==> config.mk <==
export PLATFORM = sky130hd
export DESIGN_NAME = pump_phase_seq
export DESIGN_NICKNAME = d
export VERILOG_FILES = /design/src/rtl/pump_seq_pkg.sv /design/src/rtl/pump_seq_timer.sv /design/src/rtl/pump_seq_ctrl.sv /design/src/rtl/pump_phase_seq.sv
export SDC_FILE = /design/constraint.sdc
export NUM_CORES = 1
export LEC_CHECK = 0
export ABC_AREA = 1
export BUFFER_PORTS_ARGS = -buffer_cell sky130_fd_sc_hd__buf_2
export CORE_ASPECT_RATIO = 0.9
export CORE_MARGIN = 1
export CORE_UTILIZATION = 30
export CTS_CLUSTER_DIAMETER = 150
export CTS_CLUSTER_SIZE = 28
export DETAILED_ROUTE_END_ITERATION = 6
export GPL_TIMING_DRIVEN = 0
export MAX_ROUTING_LAYER = met4
export PLACE_DENSITY = 0.63
export SETUP_SLACK_MARGIN = 0.4
export SYNTH_ARGS = -nofsm -noshare
export SYNTH_HDL_FRONTEND = slang
export SYNTH_HIERARCHICAL = 1
export SYNTH_SLANG_ARGS = --single-unit
==> constraint.sdc <==
create_clock -name clk -period 3 [get_ports clk]
set_input_delay 0.3 -clock clk [delete_from_list [all_inputs] [get_ports clk]]
set_output_delay 0.3 -clock clk [all_outputs]
set_load 0.05 [all_outputs]
==> src/rtl/pump_seq_pkg.sv <==
package pump_seq_pkg;

  localparam int NUM_SW = 7;
  localparam int NUM_TIMED = 6;

  typedef enum logic [2:0] {
    PH_OFF     = 3'd0,
    PH_CHARGE  = 3'd1,
    PH_BREAK_A = 3'd2,
    PH_LINK    = 3'd3,
    PH_BREAK_B = 3'd4,
    PH_XFER    = 3'd5,
    PH_DEAD    = 3'd6
  } phase_e;

  // Strobes from control to the duration datapath
  typedef struct packed {
    logic   loadTimer;
    phase_e target;
  } seq_strobe_t;

  // Closed switches per phase, bit i = switch i+1
  function automatic logic [NUM_SW-1:0] switchMap(phase_e p);
    case (p)
      PH_CHARGE:  return 7'b0110110;
      PH_BREAK_A: return 7'b0000110;
      PH_LINK:    return 7'b0001110;
      PH_BREAK_B: return 7'b0001000;
      PH_XFER:    return 7'b1001001;
      default:    return '0;
    endcase
  endfunction

  function automatic phase_e successor(phase_e p);
    case (p)
      PH_DEAD:    return PH_CHARGE;
      PH_CHARGE:  return PH_BREAK_A;
      PH_BREAK_A: return PH_LINK;
      PH_LINK:    return PH_BREAK_B;
      PH_BREAK_B: return PH_XFER;
      PH_XFER:    return PH_DEAD;
      default:    return PH_OFF;
    endcase
  endfunction

endpackage

==> src/rtl/pump_seq_timer.sv <==
module pump_seq_timer
  import pump_seq_pkg::*;
#(
  parameter int DUR_W = 8
) (
  input  logic                             clk,
  input  logic                             rst,
  input  seq_strobe_t                      strobe,
  input  logic [NUM_TIMED-1:0][DUR_W-1:0]  durTable,
  output logic                             expired
);

  logic [DUR_W-1:0] count;
  logic [DUR_W-1:0] selDur;
  logic [DUR_W-1:0] loadVal;

  // durTable index = phase code - 1
  always_comb begin
    case (strobe.target)
      PH_CHARGE:  selDur = durTable[0];
      PH_BREAK_A: selDur = durTable[1];
      PH_LINK:    selDur = durTable[2];
      PH_BREAK_B: selDur = durTable[3];
      PH_XFER:    selDur = durTable[4];
      PH_DEAD:    selDur = durTable[5];
      default:    selDur = '0;
    endcase
    // zero saturates to a one-cycle phase
    loadVal = (selDur == '0) ? '0 : selDur - 1'b1;
  end

  always_ff @(posedge clk) begin
    if (rst) count <= '0;
    else if (strobe.loadTimer) count <= loadVal;
    else if (count != '0) count <= count - 1'b1;
  end

  assign expired = (count == '0);

endmodule

==> src/rtl/pump_seq_ctrl.sv <==
module pump_seq_ctrl
  import pump_seq_pkg::*;
(
  input  logic              clk,
  input  logic              rst,
  input  logic              enable,
  input  logic              expired,
  output seq_strobe_t       strobe,
  output logic [NUM_SW-1:0] swEn,
  output logic [2:0]        phase
);

  phase_e state;
  phase_e nextState;
  logic   loadNow;

  always_comb begin
    nextState = state;
    loadNow   = 1'b0;
    if (!enable) begin
      nextState = PH_OFF;
    end else if (state == PH_OFF) begin
      nextState = PH_DEAD;
      loadNow   = 1'b1;
    end else if (expired) begin
      nextState = successor(state);
      loadNow   = 1'b1;
    end
  end

  assign strobe.loadTimer = loadNow;
  assign strobe.target    = nextState;

  // Outputs are flops loaded from the next-state decode
  always_ff @(posedge clk) begin
    if (rst) begin
      state <= PH_OFF;
      swEn  <= '0;
    end else begin
      state <= nextState;
      swEn  <= switchMap(nextState);
    end
  end

  assign phase = state;

endmodule

==> src/rtl/pump_phase_seq.sv <==
module pump_phase_seq
  import pump_seq_pkg::*;
#(
  parameter int DUR_W = 8
) (
  input  logic             clk,
  input  logic             rst,
  input  logic             enable,
  input  logic [DUR_W-1:0] durDead,
  input  logic [DUR_W-1:0] durCharge,
  input  logic [DUR_W-1:0] durBreakA,
  input  logic [DUR_W-1:0] durLink,
  input  logic [DUR_W-1:0] durBreakB,
  input  logic [DUR_W-1:0] durTransfer,
  output logic [6:0]       swEn,
  output logic [2:0]       phase
);

  seq_strobe_t                     strobe;
  logic                            expired;
  logic [NUM_TIMED-1:0][DUR_W-1:0] durTable;

  assign durTable = {durDead, durTransfer, durBreakB, durLink, durBreakA, durCharge};

  pump_seq_ctrl ctrl_i (
    .clk     (clk),
    .rst     (rst),
    .enable  (enable),
    .expired (expired),
    .strobe  (strobe),
    .swEn    (swEn),
    .phase   (phase)
  );

  pump_seq_timer #(.DUR_W(DUR_W)) timer_i (
    .clk      (clk),
    .rst      (rst),
    .strobe   (strobe),
    .durTable (durTable),
    .expired  (expired)
  );

endmodule

; ---- Word-level counts from Yosys, hierarchy flattened
; Cells that the tools add are included.
[op_classes]
eq_ne = 12
div_mod_pow = 0
order_cmp = 0
bitwise_logic = 0
mux = 12
shifts = 0
n_addsub = 2
n_reduce_logical = 5
mul = 0
[op_table]
columns = op, n
row1 = $pmux 8 s6, 1
row2 = $pmux 7 s5, 1
row3 = $mux 8, 3
row4 = $eq 3x3->1 const B, 6
row5 = $pmux 3 s6, 1
row6 = $logic_not 8->1, 2
row7 = $sub 8x1->8 const B, 2
row8 = $eq 3x2->1 const B, 4
row9 = $mux 3, 3
row10 = $reduce_bool 8->1, 1
row11 = $eq 3x1->1 const B, 2
row12 = $logic_not 3->1, 1
row13 = $mux 1, 3
row14 = $reduce_bool 2->1, 1
[totals]
inputBits = 51
ram_bits = 0
memories = 0
latchBits = 0
ff_bits = 18
mem_bits_ro = 0
output_inout_bits = 10

; ---- Longest topological paths before layout
; Gate-level depths: netlist of the first run.
[logic_depth]
ltp_word = 10
ltp_mapped = 25
ltp_nobuf = 23

; ---- Hierarchy
; Netlist of the first run, hierarchy kept.
[by_module_without_submodules]
columns = module, seq_area_each_um2, cells_each, area_each_um2, n_inst
row1 = pump_seq_timer, 160.2, 217, 1233.7, 1
row2 = pump_seq_ctrl, 140.1, 62, 414.1, 1

; ---- Least setup slack after synthesis of the first run
; OpenSTA, ideal clock, no wires.
[synth_path]
path_type = register to register
startpoint = register ctrl_i.state[1], in the netlist ctrl_i/phase[1]
endpoint = register timer_i.count[3]
required_time_ns = 2.930
arrival_ns = 3.009
path_stages_with_launch = 20
path_slack_ns = -0.079
n_path_buf = 2
path_cell_list = dfxtp_1 -> inv_1 -> ha_1 -> nand3_1 -> nand2_1 -> nand2_2 -> nand2_2 -> inv_2 -> buf_4 -> buf_2 -> nor3_2 -> nand2_1 -> nand3_1 -> inv_1 -> ha_1 -> nand3_1 -> nor2_1 -> a21oi_4 -> nand3_1 -> a21oi_1
[synth_lines]
columns = element, line
row1 = from (decl), pump_seq_ctrl.sv:13  ; phase_e state;
row2 = from (signal assigned), pump_seq_ctrl.sv:40  ; state <= nextState;
row3 = to (signal assigned), pump_seq_timer.sv:34  ; else if (strobe.loadTimer) count <= loadVal;
row4 = to (signal assigned), pump_seq_timer.sv:35  ; else if (count != '0) count <= count - 1'b1;
row5 = to (decl), pump_seq_timer.sv:13  ; logic [DUR_W-1:0] count;

; ---- Worst setup path in the final report of the first run
[layout_path]
startpoint = register timer_i.count[2]
endpoint = register ctrl_i.swEn[3]
[layout_between]
elab_chain_cells = 6
word_cells_on_any_way = 10
[layout_lines]
columns = element, line
row1 = $logic_not 8->1 (*), pump_seq_timer.sv:38  ; assign expired = (count == '0);
row2 = via expired, pump_phase_seq.sv:20  ; logic expired;
row3 = $mux 3 (*), pump_seq_ctrl.sv:25  ; end else if (expired) begin
row4 = $mux 3 (*), pump_seq_ctrl.sv:22  ; end else if (state == PH_OFF) begin
row5 = $mux 3 (*), pump_seq_ctrl.sv:20  ; if (!enable) begin
row6 = $eq 3x3->1 (tied with other cells), pump_seq_pkg.sv:24  ; case (p)
row7 = $pmux 7 s5 (*), pump_seq_pkg.sv:24
row8 = to (signal assigned), pump_seq_ctrl.sv:41  ; swEn <= switchMap(nextState);
row9 = to (decl), pump_seq_ctrl.sv:9  ; output logic [NUM_SW-1:0] swEn,
; Mark *: on every way through the listed nets, which the timed path passes. The rest lies on a longest branch.
; A chain may end at the register's enable or synchronous reset.

==> results.txt, run 1 <==
status = completed
largest stage delay on the critical path = 0.33 ns
clock sink count = 15
post-synth top area share = 18.2%
initial antenna violation count = 0
vias in the first global route = 2124
HPWL after DPL = 3800 µm
Worst Max-Slew Pin Slew = 0.352 ns
Crit. End Element = register
max cap viols = 0
slew margin rel. = 76.3%
mux contribution to synthesized area = 0%
post-detailed-route DRC marker count = 0
Hold/Removal Path Class = in -> reg
final setup fails = 0
Overall Global Routing Usage = 20.2%
post-synthesis adder-cell area fraction = 3.80%
total iterations of the first detailed-routing run = 4
Via Count = 2246
number of antenna-violating nets in the routed design = 0
final WL = 5660 µm
Ports = 61
Power per Cell Area = 566 nW/µm²
Netlist Area Pre-Place = 1650 µm²
Main synth FF type = dfxtp_1
Die Width = 80.1 µm
Clock Path Buffers = 2
M3 GR Usage = 3.65%
crit start category = register
asr flop ratio synth = 0%
diode count = 0
DP Area = 2080 µm²
register area share after synthesis = 18.2%
met2 Use GR = 32.3%
global-route wire length before repair = 9040 µm
Commonest cells post-synth = nand2_1 (59), nand4_1 (35), nand3_1 (31)
Setup Skew = 0.00829 ns
Post-Syn Nets = 335
max-slew violations = 0
Synth area leader = dfxtp_1
FMAX = 343 MHz
worst hold slack = 0.297 ns
count leader, synth = nand2_1
Pleak = 1.33 nW
busiest grt layer = met2
Design Area, Final = 2610 µm²
core area = 5290 µm²
Worst-path clk slew = 0.07 ns
CTS H-tree depth = 1
CP max stage cell = dfxtp_2
GPL Wtd Cong = 0.831
worst path required time = 3.16 ns
Synth Instances = 279
RSZ-0062 raised after global routing = true
Worst EP arrival = 3.07 ns
port buffer count = 60
Fill cells = 526
Initial Util = 31.2%
met1 GRT Util = 26.0%
syn avg cell area = 5.91 µm²
clock root buffer master = clkbuf_8
# rows = 25
Post-CTS Hold Buffers = 0
Crit path top cell by count = buf_4
largest net degree at the start of global routing = 11
Peak VDD IR = 0.266 mV
Die ar. = 5790 µm²
top cells by area, synth = dfxtp_1 (18%), nand2_1 (13%), nand4_1 (13%)
Distinct cells, synth = 28
final period utilization = 97.1%
complex-gate fraction of the synthesized area = 9.79%
Setup CP Type = reg -> reg
CTS buffer count = 3
Final Hold Fails = 0
Yosys warning total = 6
Synth Area in XOR/XNOR = 1.06%
DR WL/cell = 12.6 µm
Post-Synth Simple-Gate Area = 53.0%
#FFs+latches synth = 15
EDFF count, synth = 0
layout cells sized above 1 = 48.3%
Worst-Skew Late Latency = 0.26 ns
Die Y = 72.3 µm
Final min period = 2.91 ns
TritonCTS clock tree = built
critical path cell sequence = nor2_1, nand2_1, inv_1, nand4_1, inv_2, inv_4, a21oi_2, nand2_1, nand2_2, nand2_2, buf_4, buf_6, buf_4, buf_4, buf_4, buf_4, buf_4, buf_4, buf_4, buf_4, buf_4, buf_6, nand3_1, nand2_1
P&R area growth vs syn = 58.6%
First DRT Iteration DRCs = 121
largest family of logic cells by synthesized area = simple AND/OR/NAND/NOR gates
nets = 438
Via density = 5.01
CP Max Fanout = 4
Overflow after GRT = 0
-- critical path, delay by kind of cell (launching register included) --
family	cells	cell delay [ns]
buffers and inverters	15	1.71
DFF	1	0.33
and+or+nand+nor	8	0.65
AOI/OAI and AO/OA	1	0.11
-- metal layers --
metal	vias to the layer above	wire length, µm	part of all wire (%)
met3	12	277	4.9
li1	1136	-	-
met5	-	0	0
met2	68	2600	46
met1	1030	2660	47
met4	0	117	2.1
-- per-stage QoR --
| step | std cells | total power [mW] | setup WS [ns] | util (%) | TNS [ns] |
|---|---|---|---|---|---|
| final | 448 | 1.48 | 0.0882 | 49.4 | 0 |
| after global routing | 448 | 1.61 | -0.0698 | 49.4 | -0.451 |
| after CTS | 440 | 1.37 | 0.204 | 46.3 | 0 |
| after detailed placement | 406 | 1.03 | -0.00735 | 39.3 | -0.0131 |
| after global placement | 406 | 1.02 | 0.00343 | 39.3 | 0 |
| after floorplan | 279 | 0.861 | 0.402 | - | 0 |
-- path summary, 6_finish.rpt --
path	from	end	slack (ns)	cells after the start
hold / removal	rst	ctrl_i/phase[2]$_SDFF_PP0_	0.30	2
setup / recovery	timer_i/count[2]$_SDFFE_PP0P_	ctrl_i/swEn[3]$_SDFF_PP0_	0.09	24
setup reg to reg	timer_i/count[2]$_SDFFE_PP0P_	ctrl_i/swEn[3]$_SDFF_PP0_	0.09	24
hold reg to reg	timer_i/count[5]$_SDFFE_PP0P_	timer_i/count[5]$_SDFFE_PP0P_	0.56	4
-- cells in the final DEF (no fill, tap or decap), types with 2 or more instances in the layout --
cell / synthesis / final
buf_2: 6 / 60
nand2_1: 59 / 53
buf_4: 7 / 42
nand4_1: 35 / 35
nand3_1: 31 / 26
inv_1: 30 / 24
nor2_1: 28 / 23
nand2_2: 5 / 10
o21ai_0: 11 / 10
nor2_2: 9 / 9
a21oi_1: 14 / 9
buf_6: 1 / 8
inv_2: 6 / 7
dfxtp_2: 0 / 7
dfxtp_1: 15 / 7
nor2_4: 1 / 6
a21oi_2: 0 / 5
nand3_2: 1 / 5
clkbuf_8: 0 / 3
inv_4: 0 / 3
nand3b_1: 3 / 3
o21ai_2: 0 / 2
ha_1: 5 / 2
buf_8: 0 / 2
nor3_4: 0 / 2
ha_4: 0 / 2
-- flip-flops by register name, indices dropped and copies added (netlist names) --
signal,flops
timer_i/count,8
ctrl_i/swEn,4
ctrl_i/phase,3
-- cells by family (layout without fill, tap and decap cells) --
kind of cell / count (synthesis) / count (layout)
xor+xnor: 2 / 2
buf+inv: 51 / 153
flops: 15 / 15
fa+ha+maj: 5 / 5
compound gates: 29 / 29
simple gates: 177 / 177
-- what timing repair did --
item                       4_1_cts  5_1_grt
resized for setup               32       32
setup endpoints to repair        8       12
pin swaps                       24       18
setup buffers                   30        8
-- where the power goes --
part | total [mW] | internal, mW | leakage [nW] | switching [mW]
logic | 1.02 | 0.434 | 1.18 | 0.583
registers | 0.290 | 0.253 | 0.126 | 0.0376
clock network | 0.172 | 0.0922 | 0.0255 | 0.0801
total | 1.48 | 0.779 | 1.33 | 0.700
-- final cells by class --
type	instances	area (µm²)	area share, %
Inverter	37	164	6.27
Buffer	14	139	5.31
Multi-Input combinational cell	213	1270	48.6
Sequential cell	15	313	12.0
Tap cell	67	83.8	3.21
Clock inverter	1	5.00	0.191
Timing Repair Buffer	98	597	22.8
Clock buffer	3	41.3	1.58
(Power assumes the default switching activity.)
==> run 2: changes to the inputs <==
==> constraint.sdc (replaced) <==
create_clock -name clk -period 2.61 [get_ports clk]
set_input_delay 0.522 -clock clk [delete_from_list [all_inputs] [get_ports clk]]
set_output_delay 0.522 -clock clk [all_outputs]
set_load 0.05 [all_outputs]
==> results.txt, run 2 (same netlist as run 1, synthesis figures left out) <==
port buffer count = 60 (unchanged)
core area = 5290 µm² (unchanged)
global-route wire length before repair = 9020 µm (was 9040 µm)
Worst Max-Slew Pin Slew = 0.407 ns (was 0.352 ns)
largest net degree at the start of global routing = 11 (unchanged)
Power per Cell Area = 669 nW/µm² (was 566 nW/µm²)
CP startpoint = timer_i/count[0]$_SDFFE_PP0P_ (was timer_i/count[2]$_SDFFE_PP0P_)
number of antenna-violating nets in the routed design = 0 (unchanged)
Top reg by flops = timer_i/count (unchanged)
nets = 439 (was 438)
Worst EP arrival = 3.01 ns (was 3.07 ns)
final setup fails = 12 (was 0)
Die ar. = 5790 µm² (unchanged)
max cap viols = 0 (unchanged)
Setup CP Type = reg -> reg (unchanged)
CP max stage cell = dfxtp_4 (was dfxtp_2)
Die Width = 80.1 µm (unchanged)
Hold Path Origin = rst (unchanged)
Final min period = 2.82 ns (was 2.91 ns)
Final Hold Fails = 0 (unchanged)
commonest non-fill, non-tap cell in the layout = buf_2 (unchanged)
crit start category = register (unchanged)
CTS H-tree depth = 1 (unchanged)
status = finished with violations (was completed)
CP Buf/Inv Count = 6 (was 15)
Crit. End Element = register (unchanged)
most frequent cells in the layout = buf_2 (61), nand2_1 (55), nand4_1 (35), buf_4 (34), nand3_1 (25) (was buf_2 (60), nand2_1 (53), buf_4 (42), nand4_1 (35), nand3_1 (26))
initial antenna violation count = 0 (unchanged)
diode count = 0 (unchanged)
HPWL after DPL = 3850 µm (was 3800 µm)
DR WL/cell = 12.2 µm (was 12.6 µm)
Ports = 61 (unchanged)
Via Count = 2274 (was 2246)
worst hold slack = 0.533 ns (was 0.297 ns)
final WL = 5480 µm (was 5660 µm)
final setup margin = -0.208 ns (was 0.0882 ns)
Overflow after GRT = 0 (unchanged)
GPL Wtd Cong = 0.799 (was 0.831)
reg2reg start = timer_i/count[0]$_SDFFE_PP0P_ (was timer_i/count[2]$_SDFFE_PP0P_)
post-detailed-route DRC marker count = 0 (unchanged)
Die Y = 72.3 µm (unchanged)
Setup Skew = 0.00757 ns (was 0.00829 ns)
Total Power = 1.79 mW (was 1.48 mW)
failing checks = setup timing
Via density = 5.06 (was 5.01)
FMAX = 355 MHz (was 343 MHz)
Overall Global Routing Usage = 20.4% (was 20.2%)
clock sink count = 15 (unchanged)
Post-CTS Hold Buffers = 0 (unchanged)
Worst-Skew Late Latency = 0.26 ns (about the same)
multi-input logic area = 1280 µm² (was 1270 µm²)
TritonCTS clock tree = built (unchanged)
max-slew violations = 0 (unchanged)
P&R area growth vs syn = 62.0% (was 58.6%)
total iterations of the first detailed-routing run = 4 (unchanged)
worst path required time = 2.80 ns (was 3.16 ns)
largest stage delay on the critical path = 0.36 ns (was 0.33 ns)
RSZ-0062 raised after global routing = true (unchanged)
Hold/Removal Path Class = in -> reg (unchanged)
Initial Util = 31.2% (unchanged)
Pleak = 1.36 nW (was 1.33 nW)
final period utilization = 108% (was 97.1%)
Top delay family on crit path = simple AND/OR/NAND/NOR gates (was buffers and inverters)
Peak VDD IR = 0.270 mV (was 0.266 mV)
non-filler cells, final = 449 (was 448)
dpl cells = 406 (unchanged)
vias in the first global route = 2075 (was 2124)
CTS buffer count = 3 (unchanged)
CP Max Fanout = 8 (was 4)
Reg area = 319 µm² (was 313 µm²)
slew margin rel. = 72.7% (was 76.3%)
Fill cells = 524 (was 526)
clock root buffer master = clkbuf_8 (unchanged)
Largest register FFs = 8 (unchanged)
Clock Path Buffers = 2 (unchanged)
First DRT Iteration DRCs = 115 (was 121)
critical path cell sequence = inv_4, ha_4, nand4_1, inv_2, inv_4, a21oi_1, nand2_2, nand2_4, inv_8, buf_4, nor3_4, nand2_1, nand3_2, inv_2, ha_4, nand3_4, nor2_4, a21oi_4, nand3_1, a21oi_1 (was nor2_1, nand2_1, inv_1, nand4_1, inv_2, inv_4, a21oi_2, nand2_1, nand2_2, nand2_2, buf_4, buf_6, buf_4, buf_4, buf_4, buf_4, buf_4, buf_4, buf_4, buf_4, buf_4, buf_6, nand3_1, nand2_1)
# rows = 25 (unchanged)
layout cells sized above 1 = 48.2% (was 48.3%)
Worst-path clk slew = 0.07 ns (about the same)
## run 2: cell types whose count changed in the layout (fill, tap and decap cells not counted), moves of 2 or more
cell,previous run,this run
buf_6,8,13
inv_4,3,5
buf_4,42,34
dfxtp_4,1,3
buf_8,2,5
nand2_1,53,55
a21oi_2,5,3
nand2_2,10,7
## run 2: timing repair
action	CTS	global route
endpoints found under the setup margin	8	12
setup buffers	28	11
gates resized for setup	27	32
pin swaps	22	19
## run 2: where the power goes
part	switching (mW)	leakage [nW]	internal [mW]
Sequential	0.0471	0.127	0.294
Combinational	0.689	1.20	0.557
Clock	0.0926	0.0255	0.106
Total	0.828	1.36	0.957
## run 2: final timing paths
| kind | slack [ns] | to | depth (start not counted) |
|---|---|---|---|
| worst max register to register | -0.21 | timer_i/count[4]$_SDFFE_PP0P_ | 20 |
| worst max-delay path | -0.21 | timer_i/count[4]$_SDFFE_PP0P_ | 20 |
| worst min register to register | 0.57 | timer_i/count[5]$_SDFFE_PP0P_ | 4 |
| worst min-delay path | 0.53 | ctrl_i/phase[2]$_SDFF_PP0_ | 2 |
## run 2: stage by stage
stage / setup WS, ns / util (%) / area [µm²] / setup TNS (ns)
2_1_floorplan: 0.0553 / - / 1740 / 0
3_3_place_gp: -0.335 / 40.2 / 2130 / -2.55
3_5_place_dp: -0.363 / 40.2 / 2130 / -2.66
4_1_cts: -0.179 / 46.8 / 2470 / -1.82
5_1_grt: -0.428 / 50.5 / 2670 / -3.81
6_report: -0.208 / 50.5 / 2670 / -1.80
## run 2: cell type report
class                      count  area share, %
tap                           67           3.14
clock buffer                   3           1.55
multi-input combinational    213           47.9
timing repair buffer          99           23.9
buffer                        14           5.39
clock inverter                 1          0.187
inverter                      37           5.95
sequential                    15           11.9
## run 2: routing by layer
metal	track usage, %	wire, µm
met1	25.7	2510
met2	32.6	2610
met3	4.03	267
met4	6.75	96
met5	-	0
## run 2: worst reg2reg max path, stage by stage (launching register included)
cell and delay [ns]:
dfxtp_4 0.36, inv_4 0.07, ha_4 0.13, nand4_1 0.14, inv_2 0.17, inv_4 0.07, a21oi_1 0.17, nand2_2 0.10
nand2_4 0.09, inv_8 0.05, buf_4 0.13, nor3_4 0.26, nand2_1 0.11, nand3_2 0.10, inv_2 0.06, ha_4 0.16
nand3_4 0.06, nor2_4 0.04, a21oi_4 0.24, nand3_1 0.11, a21oi_1 0.14
